[config.mk]
export PLATFORM = sky130hd
export DESIGN_NAME = sr_guard
export DESIGN_NICKNAME = d
export VERILOG_FILES = /design/src/rtl/sr_guard_pkg.sv /design/src/rtl/sr_guard_region.sv /design/src/rtl/sr_guard_timer.sv /design/src/rtl/sr_guard.sv
export SDC_FILE = /design/constraint.sdc
export NUM_CORES = 1
export LEC_CHECK = 0
export ABC_CLOCK_PERIOD_IN_PS = 3900
export BUFFER_PORTS_ARGS = -buffer_cell sky130_fd_sc_hd__buf_2
export CORE_MARGIN = 2
export CORE_UTILIZATION = 40
export CTS_CLUSTER_DIAMETER = 80
export DETAILED_ROUTE_END_ITERATION = 7
export PLACE_DENSITY = 0.67
export REMOVE_ABC_BUFFERS = 1
export SYNTH_ARGS = -nofsm -noshare
export SYNTH_HDL_FRONTEND = slang
export SYNTH_SLANG_ARGS = --single-unit
[constraint.sdc]
create_clock -name clk -period 3.9 [get_ports clk]
set_input_delay 0.585 -clock clk [delete_from_list [all_inputs] [get_ports clk]]
set_output_delay 0.585 -clock clk [all_outputs]
set_load 0.1 [all_outputs]
[src/rtl/sr_guard_pkg.sv]
package sr_guard_pkg;
    typedef enum logic [2:0] {
        OP_NONE = 3'd0,
        OP_WREN = 3'd1,
        OP_WRDI = 3'd2,
        OP_WRSR = 3'd3,
        OP_ARR  = 3'd4
    } op_e;

    typedef enum logic [1:0] {
        ST_IDLE,
        ST_SR_WAIT,
        ST_ARR_WAIT,
        ST_BUSY
    } state_e;

    localparam int unsigned SR_WPEN_BIT = 7;
    localparam int unsigned SR_BP_LO    = 2;
endpackage

[src/rtl/sr_guard_region.sv]
module sr_guard_region #(
    parameter int unsigned ADDR_W = 14
) (
    input  logic [1:0]        bp,
    input  logic [ADDR_W-1:0] addr,
    output logic              locked
);
    localparam int unsigned MSB = ADDR_W - 1;

    always_comb begin
        unique case (bp)
            2'b00:   locked = 1'b0;
            2'b01:   locked = addr[MSB] & addr[MSB-1];
            2'b10:   locked = addr[MSB];
            default: locked = 1'b1;
        endcase
    end
endmodule

[src/rtl/sr_guard_timer.sv]
module sr_guard_timer #(
    parameter int unsigned WR_CYCLES = 20
) (
    input  logic clk,
    input  logic rst_n,
    input  logic start,
    output logic done
);
    localparam int unsigned CW = $clog2(WR_CYCLES + 1);
    localparam logic [CW-1:0] LOAD = CW'(WR_CYCLES - 1);

    logic [CW-1:0] cnt;
    logic          run;

    always_ff @(posedge clk or negedge rst_n) begin
        if (!rst_n) begin
            cnt <= '0;
            run <= 1'b0;
        end else if (start) begin
            cnt <= LOAD;
            run <= 1'b1;
        end else if (run) begin
            if (cnt == '0) run <= 1'b0;
            else           cnt <= cnt - 1'b1;
        end
    end

    assign done = run && (cnt == '0);
endmodule

[src/rtl/sr_guard.sv]
module sr_guard
    import sr_guard_pkg::*;
#(
    parameter int unsigned ADDR_W    = 14,
    parameter int unsigned WR_CYCLES = 20
) (
    input  logic              clk,
    input  logic              rst_n,
    input  logic              cs_n,
    input  logic              wp_n,
    input  logic              cmd_valid,
    input  logic [2:0]        cmd_op,
    input  logic [7:0]        cmd_data,
    input  logic [ADDR_W-1:0] cmd_addr,
    output logic [7:0]        status,
    output logic              wel,
    output logic              busy,
    output logic              grant,
    output logic              deny
);
    state_e     state, state_nx;
    logic [1:0] bp_q, bp_pend;
    logic       wpen_q, wpen_pend;
    logic       pend_is_sr;
    logic       pin_lock, region_lock, timer_go, timer_done;
    logic       sr_ok, arr_ok;
    op_e        op;

    assign op       = op_e'(cmd_op);
    assign pin_lock = wpen_q & ~wp_n;
    assign sr_ok    = wel & ~pin_lock;
    assign arr_ok   = wel & ~region_lock;

    sr_guard_region #(.ADDR_W(ADDR_W)) u_region (
        .bp     (bp_q),
        .addr   (cmd_addr),
        .locked (region_lock)
    );

    sr_guard_timer #(.WR_CYCLES(WR_CYCLES)) u_timer (
        .clk   (clk),
        .rst_n (rst_n),
        .start (timer_go),
        .done  (timer_done)
    );

    // next-state decision
    always_comb begin
        state_nx = state;
        timer_go = 1'b0;
        unique case (state)
            ST_IDLE: begin
                if (cmd_valid && op == OP_WRSR && sr_ok)     state_nx = ST_SR_WAIT;
                else if (cmd_valid && op == OP_ARR && arr_ok) state_nx = ST_ARR_WAIT;
            end
            ST_SR_WAIT: begin
                if (pin_lock) state_nx = ST_IDLE;
                else if (cs_n) begin
                    state_nx = ST_BUSY;
                    timer_go = 1'b1;
                end
            end
            ST_ARR_WAIT: begin
                if (cs_n) begin
                    state_nx = ST_BUSY;
                    timer_go = 1'b1;
                end
            end
            ST_BUSY: begin
                if (timer_done) state_nx = ST_IDLE;
            end
            default: state_nx = ST_IDLE;
        endcase
    end

    // state register
    always_ff @(posedge clk or negedge rst_n) begin
        if (!rst_n) state <= ST_IDLE;
        else        state <= state_nx;
    end

    // registered outputs and status fields
    always_ff @(posedge clk or negedge rst_n) begin
        if (!rst_n) begin
            wel        <= 1'b0;
            grant      <= 1'b0;
            deny       <= 1'b0;
            bp_q       <= 2'b00;
            wpen_q     <= 1'b0;
            bp_pend    <= 2'b00;
            wpen_pend  <= 1'b0;
            pend_is_sr <= 1'b0;
        end else begin
            grant <= 1'b0;
            deny  <= 1'b0;
            unique case (state)
                ST_IDLE: begin
                    if (cmd_valid) begin
                        unique case (op)
                            OP_WREN: begin
                                wel   <= 1'b1;
                                grant <= 1'b1;
                            end
                            OP_WRDI: begin
                                wel   <= 1'b0;
                                grant <= 1'b1;
                            end
                            OP_WRSR: begin
                                if (sr_ok) begin
                                    grant      <= 1'b1;
                                    pend_is_sr <= 1'b1;
                                    bp_pend    <= cmd_data[SR_BP_LO+1:SR_BP_LO];
                                    wpen_pend  <= cmd_data[SR_WPEN_BIT];
                                end else begin
                                    deny <= 1'b1;
                                end
                            end
                            OP_ARR: begin
                                if (arr_ok) begin
                                    grant      <= 1'b1;
                                    pend_is_sr <= 1'b0;
                                end else begin
                                    deny <= 1'b1;
                                end
                            end
                            default: ;
                        endcase
                    end
                end
                ST_SR_WAIT: begin
                    if (pin_lock || cmd_valid) deny <= 1'b1;
                end
                ST_ARR_WAIT: begin
                    if (cmd_valid) deny <= 1'b1;
                end
                ST_BUSY: begin
                    if (cmd_valid) deny <= 1'b1;
                    if (timer_done) begin
                        wel <= 1'b0;
                        if (pend_is_sr) begin
                            bp_q   <= bp_pend;
                            wpen_q <= wpen_pend;
                        end
                    end
                end
                default: ;
            endcase
        end
    end

    assign busy   = (state == ST_BUSY);
    assign status = {wpen_q, 3'b000, bp_q, wel, busy};
endmodule

==> results of run 1 <==
-- worst max-delay path, cell delays in order (launching register included) --
cell and delay [ns]:
dfrtp_1 0.47, ha_1 0.36, buf_2 0.49
-- area by class of cell --
class,instances,area [sq um]
Inverter,7,26.3
Sequential cell,18,450
Tap cell,31,38.8
Fill cell,260,1450
Timing Repair Buffer,21,105
Clock buffer,4,36.3
Multi-Input combinational cell,84,626
-- per-layer routing --
metal / up-vias / global-route usage (%)
met5: - / 0
met4: 0 / 2.99
met3: 2 / 4.99
met2: 19 / 25.3
met1: 419 / 17.7
li1: 446 / -
-- power groups by stage --
| stage | clock network (uW) | logic (uW) | registers [uW] |
|---|---|---|---|
| CTS | 120 | 503 | 308 |
| floorplan | 0 | 323 | 391 |
| global route | 126 | 549 | 318 |
| finish | 116 | 499 | 309 |
| global placement | 0 | 490 | 309 |
| detailed placement | 0 | 501 | 313 |
-- placed cells by master, fill, tap and decap left out, types with 2 or more instances in the layout --
cell      netlist  layout
inv_1           7       7
conb_1          1       3
a21boi_1        2       2
nand4_1         3       3
o21ai_0         4       4
mux2_2          6       6
o311ai_0        3       3
nand2_1         8       8
o211ai_1        4       4
buf_2           0      21
xor2_1          4       4
ha_1            7       7
clkbuf_4        0       3
nand2b_1        2       2
dfrtp_1        18      18
nor2_1          6       6
a21oi_1         4       4
and3b_1         2       2
nand3_1         3       3
-- through the flow --
step,util (%),area (sq um),worst slack (ns)
detailed placement,45.6,1250,2.01
floorplan,-,1100,1.04
global placement,45.6,1250,2.05
finish,46.9,1280,1.69
CTS,46.9,1280,1.67
global route,46.9,1280,1.60
-- sequential cells by signal (all words and copies together) (netlist names) --
| signal | flops |
|---|---|
| pend_is_sr | 1 |
| u_timer.run | 1 |
| wpen_pend | 1 |
| wel | 1 |
| bp_pend | 2 |
| state | 2 |
| grant | 1 |
| wpen_q | 1 |
| bp_q | 2 |
| deny | 1 |
| u_timer.cnt | 5 |
-- logic make-up after synthesis --
group / count (synthesis) / share of synthesized area [%]
and+or+nand+nor: 36 / 18.7
AOI/OAI and AO/OA: 27 / 17.8
DFF: 18 / 39.5
buffers and inverters: 13 / 6.26
adders and majority gates: 7 / 7.68
muxes: 6 / 5.93
xor gates and xnor gates: 5 / 3.84
other: 1 / 0.329
-- final timing paths --
check | slack [ns] | cells after the start | end
max in group asynchronous | 3.42 | 1 | bp_pend[0]$_DFFE_PN0P_
min in group clk | 0.52 | 1 | wpen_q$_DFFE_PN0P_
worst min register to register | 0.52 | 1 | wpen_q$_DFFE_PN0P_
worst min-delay path | 0.19 | 1 | u_timer.cnt[3]$_DFFE_PN0P_
worst max register to register | 2.09 | 5 | bp_pend[0]$_DFFE_PN0P_
worst max-delay path | 1.69 | 2 | busy
==> run metrics, run 1 <==
initial antenna violation count 0; Num CTS Buffers 3; pin count of the biggest net entering global routing 19; GP Congestion 0.805; Clk Latency, worst-skew pair 0.30 ns; Post-Syn Area 1140 sq um; Die Y 57.4 microns; Yosys warnings 0; switching share of power 49.5%; DRT iter0 DRCs 16; Final Max Slew Viols 0; vias 886; Pre-antenna DRT Iters 4; Hold-fix buffers, CTS 0; Root Driver clkbuf_4; die area 3290 sq um; first-pass GRT wire length ~3800 microns; Synth async-reset ratio 100%; net switching power roughly 460 uW; maximum buffer depth of the clock tree 2; combinational fraction of design power 54.0%; WP data required 3.31 ns; hold_ws 0.188 ns; most instantiated library cell after synthesis dfrtp_1; I/O pins between 40 and 50; Final Cycle Share 56.7%; EDFF count, synth 0; routed vias/inst 5.37; PostCTS Resize Cnt 0; total grt overflow 0; RSZ-0062 raised after global routing no; starting density of the core about two fifths; htree depth 1; nature of the critical path endpoint primary output; Pwr per Cell Area 720 nW/um^2; Die Wd 57.4 microns; port buffer count 21; Startpoint Class flop; Seq pwr share 33.4%; WL/cell 13.3 microns; WS Path Type reg -> out; origin of the critical flop-to-flop path state[1]$_DFFE_PN0P_; crit path DAT 1.62 ns; Worst IR Drop VDD roughly 0.00035 V; setup violators final 0; DRC violations left 0; top sig layer met4; syn avg cell area 10.1 sq um; Area Growth Syn to Fin 12.5%; ranking of synthesized cells by instance count 18 x dfrtp_1, 8 x nand2_1, 7 x ha_1, 7 x inv_1; Yosys top cell by area dfrtp_1; setup_tns 0 ns; Final Hold Violating Endpoints 0; Clk pwr share 12.5%; final WL about 2200 microns; layout cells sized above 1 26.9%; Routed met3 length 93 microns; Tightest Hold Check Type in -> async; Post-synth top flop dfrtp_1; postcts setup bufs 0; vias in the first global route about 870; register area share after synthesis 39.5%; Routed Antenna Nets 0; Design Power 923 uW; synthesized netlist cell count 113; clk sinks 18; placed wire-length estimate between 1500 and 2000 microns; Final Critical Period 2.21 ns; max_cap viols 0; core footprint 2730 sq um; metal2 WL ~1100 microns; Fmax achieved 0.453 GHz; Core Rows 19; Worst Setup SP state[1]$_DFFE_PN0P_; post-synth cell types 41; Reg clk slew, reported paths 0.11 ns; Inst Count DP 161; status finished, final reports clean; CTS tree done; clock skew 0.00936 ns; dominant cells by area after synthesis dfrtp_1 40%, ha_1 7.7%, mux2_2 5.9%, buf_4 4.0%, xor2_1 3.1%; worst-path fanout max 8; share of the synthesized area in the top cell type 39.5%; Pleak 0.000625 uW; WL met1 983 microns; Pint about 470 uW; fin cells 165; # diodes 0; Final Net Count 172; GRT Util Overall 14.6%; register bit count reported by yosys 18
(Power assumes the default switching activity.)
==> inputs of run 2 (changes only) <==
- ABC_CLOCK_PERIOD_IN_PS: 3900 -> 2000
- PLACE_DENSITY: 0.67 -> 0.7
- clock period: 3.9 -> 2 ns (I/O delays scaled with it)
==> run 2 against run 1 <==
Against the previous run:
- global-route usage is 1.5 points higher
- highest routed layer unchanged
- largest cell class unchanged
- combinational power increased by 99%
- sequential share of layout area is 0.41 points lower
- via count grew 2.7%
- critical path depth did not move
- final area increased by 1.2%
- final cell count is 0.61% higher
- first-iteration DRC count decreased by 6.3%
- flip-flop and latch count did not move
- clock-buffer cell count unchanged
==> run metrics, run 2 (same netlist as run 1, synthesis figures left out) <==
GP Congestion ~0.81; htree depth 1; crit path DAT ~1.5 ns; CP Cell Sequence ha_1 > clkbuf_4; pin count of the biggest net entering global routing 19; final WL 2330 microns; setup_tns 0 ns; Pwr per Cell Area 1410 nW/um^2; setup violators final 0; Final Critical Period 1.83 ns; vias 910; Routed Antenna Nets 0; GRT met1 Usage a little under a fifth; core footprint 2730 sq um; routed vias/inst ~5.5; Tightest Hold Check Type in -> reg; Reg clk slew, reported paths 0.11 ns; Final Net Count 173; placed wire-length estimate 1850 microns; initial antenna violation count 0; Area Growth Syn to Fin 13.8%; WS Path Type reg -> out; grt peak-use layer met2; max_cap viols 0; postcts setup bufs 0; I/O pins 42; first-pass GRT wire length just over 4000 microns; clock skew 0.0117 ns; CP max-delay cell dfrtp_1; Num CTS Buffers 3; Final Cycle Share 91.5%; worst-path fanout max 8; layout cells sized above 1 26.7%; port buffer count 21; total grt overflow 0; maximum buffer depth of the clock tree 2; nature of the critical path endpoint primary output; GR met2 Demand/Resource 27.8%; GRT Util Overall roughly 16%; # diodes 0; status finished, final reports clean; vias in the first global route 927; Die Y 57.4 microns; Fmax achieved 0.546 GHz; Most flops, register u_timer.cnt; starting density of the core 41.7%; CTS tree done; Clk Latency, worst-skew pair between 0.3 and 0.4 ns; Worst IR Drop VDD 0.000949 V; Design Power 1830 uW; Final Max Slew Viols 0; Pre-antenna DRT Iters 4; max FFs per register 5; Root Driver clkbuf_4; Core Rows 19; Final Hold Violating Endpoints 0; commonest non-fill, non-tap cells in the layout 19 x buf_2, 18 x dfrtp_1, 8 x nand2_1; die area about 3300 sq um; clk sinks 18; DRT iter0 DRCs 15; DRC violations left 0; Pleak 0.000628 uW; final instance area 1300 sq um; Post-DP Area 1250 sq um; met3 GRT Util under 10%; commonest non-fill, non-tap cell in the layout buf_2; Max stage delay on crit path 0.47 ns; RSZ-0062 raised after global routing no; WL/cell between 10 and 15 microns; Startpoint Class flop; WP data required 1.70 ns; Die Wd 57.4 microns
## run 2: worst max-delay path, delay by kind of cell (launching register included)
family,cells,cell delay [ns]
flip-flops,1,0.47
adder cells (fa/ha/maj),1,0.35
buffers and inverters,1,0.40
## run 2: final timing paths
check                                           start                endpoint  slack [ns]  depth (start not counted)
max reg2reg                u_timer.cnt[0]$_DFFE_PN0P_         wel$_DFFE_PN0P_        0.19                          6
min in group asynchronous                       rst_n    state[1]$_DFFE_PN0P_        0.45                          2
min reg2reg                    pend_is_sr$_DFFE_PN0P_  pend_is_sr$_DFFE_PN0P_        0.52                          1
min                                       cmd_data[3]  bp_pend[1]$_DFFE_PN0P_        0.23                          2
max in group asynchronous                       rst_n  bp_pend[0]$_DFFE_PN0P_        1.25                          2
max                              state[1]$_DFFE_PN0P_                    busy        0.17                          2
## run 2: power by group
group / internal, uW / total [uW] / switching [uW] / leakage, uW
combinational: 325 / 995 / 670 / 0.000378
clock: 111 / 232 / 121 / 0.0000210
sequential: 486 / 599 / 113 / 0.000229
## run 2: stage by stage
step	util [%]	hold slack, ns	setup WS, ns	std cells
finish	47.5	0.235	0.170	166
global route	47.5	0.218	0.0248	166
CTS	47.3	0.227	0.0797	166
detailed placement	45.6	0.260	0.193	161
global placement	45.6	0.252	0.200	161
floorplan	-	0.00441	-0.861	109
## run 2: cell type report
class,count,area (sq um)
fill,276,1440
multi-input combinational,84,626
sequential,18,450
timing repair buffer,22,120
tap,31,38.8
clock buffer,4,36.3
inverter,7,26.3
## run 2: timing repair
item | CTS | global route
hold buffers | 1 | 0
endpoints found under the setup margin | 0 | 1
resized for setup | 0 | 2
endpoints found under the hold margin | 18 | 0
## run 2: per-layer routing
layer / up-vias / part of all wire, % / wire, microns
met2: 27 / 51 / 1180
met3: 6 / 5.0 / 116
met1: 427 / 42 / 983
met4: 0 / 1.8 / 43
li1: 450 / - / -
met5: - / 0 / 0
==> inputs of run 3 (changes only) <==
- ABC_CLOCK_PERIOD_IN_PS: 2000 -> 1650
- clock period: 2 -> 1.65 ns (I/O delays scaled with it)
==> run 3 against run 2 <==
Against the previous run:
- the flow now finishes with violations (setup timing)
- non-clock buffer count up 16
- sequential share of layout area shrank 3.8 points
- combinational power increased by 58%
- clock-buffer cell count decreased by 1
- via count rose by 8.6%
- utilization grew 5.9 points
- register-to-register slack got worse by 0.22 ns
- clock power down 7%
- global-route usage rose by 1.4 points
- flip-flop and latch count stayed put
==> run metrics, run 3 (same netlist as run 1, synthesis figures left out) <==
status finished with violations; violated checks setup timing; I/O pins 42; GP Congestion 0.794; setup violators final 4; worst-path fanout max 2; Final Net Count approximately 190; port buffer count 21; Pint about 1300 uW; max_cap viols 0; Die Y ~57 microns; Clk Latency, worst-skew pair about 0.29 ns; layout cells sized above 1 about 38%; Worst IR Drop VDD roughly 0.0013 V; Reg2Reg Depth 6; Pwr per Cell Area 1720 nW/um^2; Routed Antenna Nets 0; Area Growth Syn to Fin 27.9%; routed vias/inst ~5.5; setup_tns -0.0657 ns; Num CTS Buffers 3; final WL about 2700 microns; total grt overflow 0; Final Hold Violating Endpoints 0; WHS Path Cells 2; max FFs per register 5; dpl ws -0.0705 ns; starting density of the core 41.7%; final worst slack -0.0342 ns; placed wire-length estimate 2010 microns; CP max-delay cell or4b_4; Seq pwr share around 29%; core footprint 2730 sq um; crit path DAT 1.87 ns; fin cells 181; CP Cell Sequence inv_2 > ha_4 > or4b_4 > o21ai_2 > o211ai_1 > o221a_1; Pleak 0.000703 uW; Post-DP Area 1380 sq um; net switching power between 1000 and 1500 uW; nature of the critical path endpoint flop; WS Path Type reg -> reg; commonest non-fill, non-tap cell in the layout buf_2; first-pass GRT wire length between 4000 and 5000 microns; Startpoint Class flop; final instance area 1460 sq um; Reg clk slew, reported paths 0.10 ns; WL/cell 14.8 microns; RSZ-0062 raised after global routing yes; WP data required around 1.8 ns; # diodes 0; Inst Count DP 175; Tightest Hold Check Type in -> reg; Final Max Slew Viols 0; final design utilization 53.3%; pin count of the biggest net entering global routing 19; Pre-antenna DRT Iters 4; clk sinks 18; vias in the first global route 993; die area 3290 sq um; Die Wd 57.4 microns; Most flops, register u_timer.cnt; Final Cycle Share 102%; switching share of power 47.3%; vias 988; Final Critical Period ~1.7 ns; DRC violations left 0; Clk pwr share 8.6%; Core Rows 19; initial antenna violation count 0; Max stage delay on crit path 0.47 ns; CTS tree done; GRT Util Overall 17.6%; Fmax achieved 0.594 GHz; clock skew 0.00322 ns; commonest non-fill, non-tap cells in the layout 19 x buf_2, 18 x dfrtp_1, 16 x buf_4; maximum buffer depth of the clock tree 2; combinational fraction of design power approximately 63%; htree depth 1; Root Driver clkbuf_4; DRT iter0 DRCs 16
==> run 3: through the flow <==
stage,total power (uW),hold slack (ns)
floorplan,1690,-0.0481
global placement,2170,0.190
detailed placement,2200,0.200
CTS,2490,0.182
global route,2700,0.183
finish,2510,0.184
==> run 3: final cells by class <==
| class | count | area, sq um |
|---|---|---|
| clock buffer | 3 | 22.5 |
| tap | 31 | 38.8 |
| timing repair buffer | 38 | 265 |
| inverter | 7 | 26.3 |
| fill | 252 | 1280 |
| sequential | 18 | 450 |
| multi-input combinational | 84 | 654 |
==> run 3: worst paths after layout <==
check	slack [ns]	from	end
worst max-delay path	-0.03	u_timer.cnt[0]$_DFFE_PN0P_	state[0]$_DFFE_PN0P_
min in group asynchronous	0.42	rst_n	deny$_DFF_PN0_
worst min register to register	0.52	pend_is_sr$_DFFE_PN0P_	pend_is_sr$_DFFE_PN0P_
worst max register to register	-0.03	u_timer.cnt[0]$_DFFE_PN0P_	state[0]$_DFFE_PN0P_
max in group asynchronous	0.94	rst_n	u_timer.cnt[0]$_DFFE_PN0P_
worst min-delay path	0.18	cmd_data[2]	bp_pend[0]$_DFFE_PN0P_
==> run 3: worst max-delay path: cells and delay by family, from the launching register on <==
family / cells / cell delay [ns]
buffers and inverters: 1 / 0.08
AND/OR/NAND/NOR: 1 / 0.47
AO/OA/AOI/OAI: 3 / 0.49
adder cells (fa/ha/maj): 1 / 0.13
flip-flops: 1 / 0.41
==> run 3: power groups by stage <==
| stage | Sequential [uW] | Clock (uW) | Combinational, uW |
|---|---|---|---|
| after floorplan | 925 | 0 | 764 |
| after global placement | 698 | 0 | 1470 |
| after detailed placement | 705 | 0 | 1500 |
| after CTS | 718 | 219 | 1550 |
| after global routing | 744 | 248 | 1700 |
| final | 724 | 216 | 1570 |
==> run 3: routing by layer <==
| metal | share of wire [%] | up-vias | global-route usage (%) |
|---|---|---|---|
| met5 | 0 | - | 0 |
| met4 | 1.7 | 0 | 7.31 |
| met3 | 6.0 | 6 | 3.85 |
| met2 | 51 | 36 | 29.5 |
| met1 | 42 | 466 | 21.7 |
| li1 | - | 480 | - |
==> run 3: timing repair <==
| action | CTS | global route |
|---|---|---|
| endpoints found under the hold margin | 18 | 0 |
| setup buffers | 1 | 1 |
| pin swaps | 4 | 2 |
| resized for setup | 7 | 1 |
| endpoints found under the setup margin | 12 | 12 |
| hold buffers | 1 | 0 |
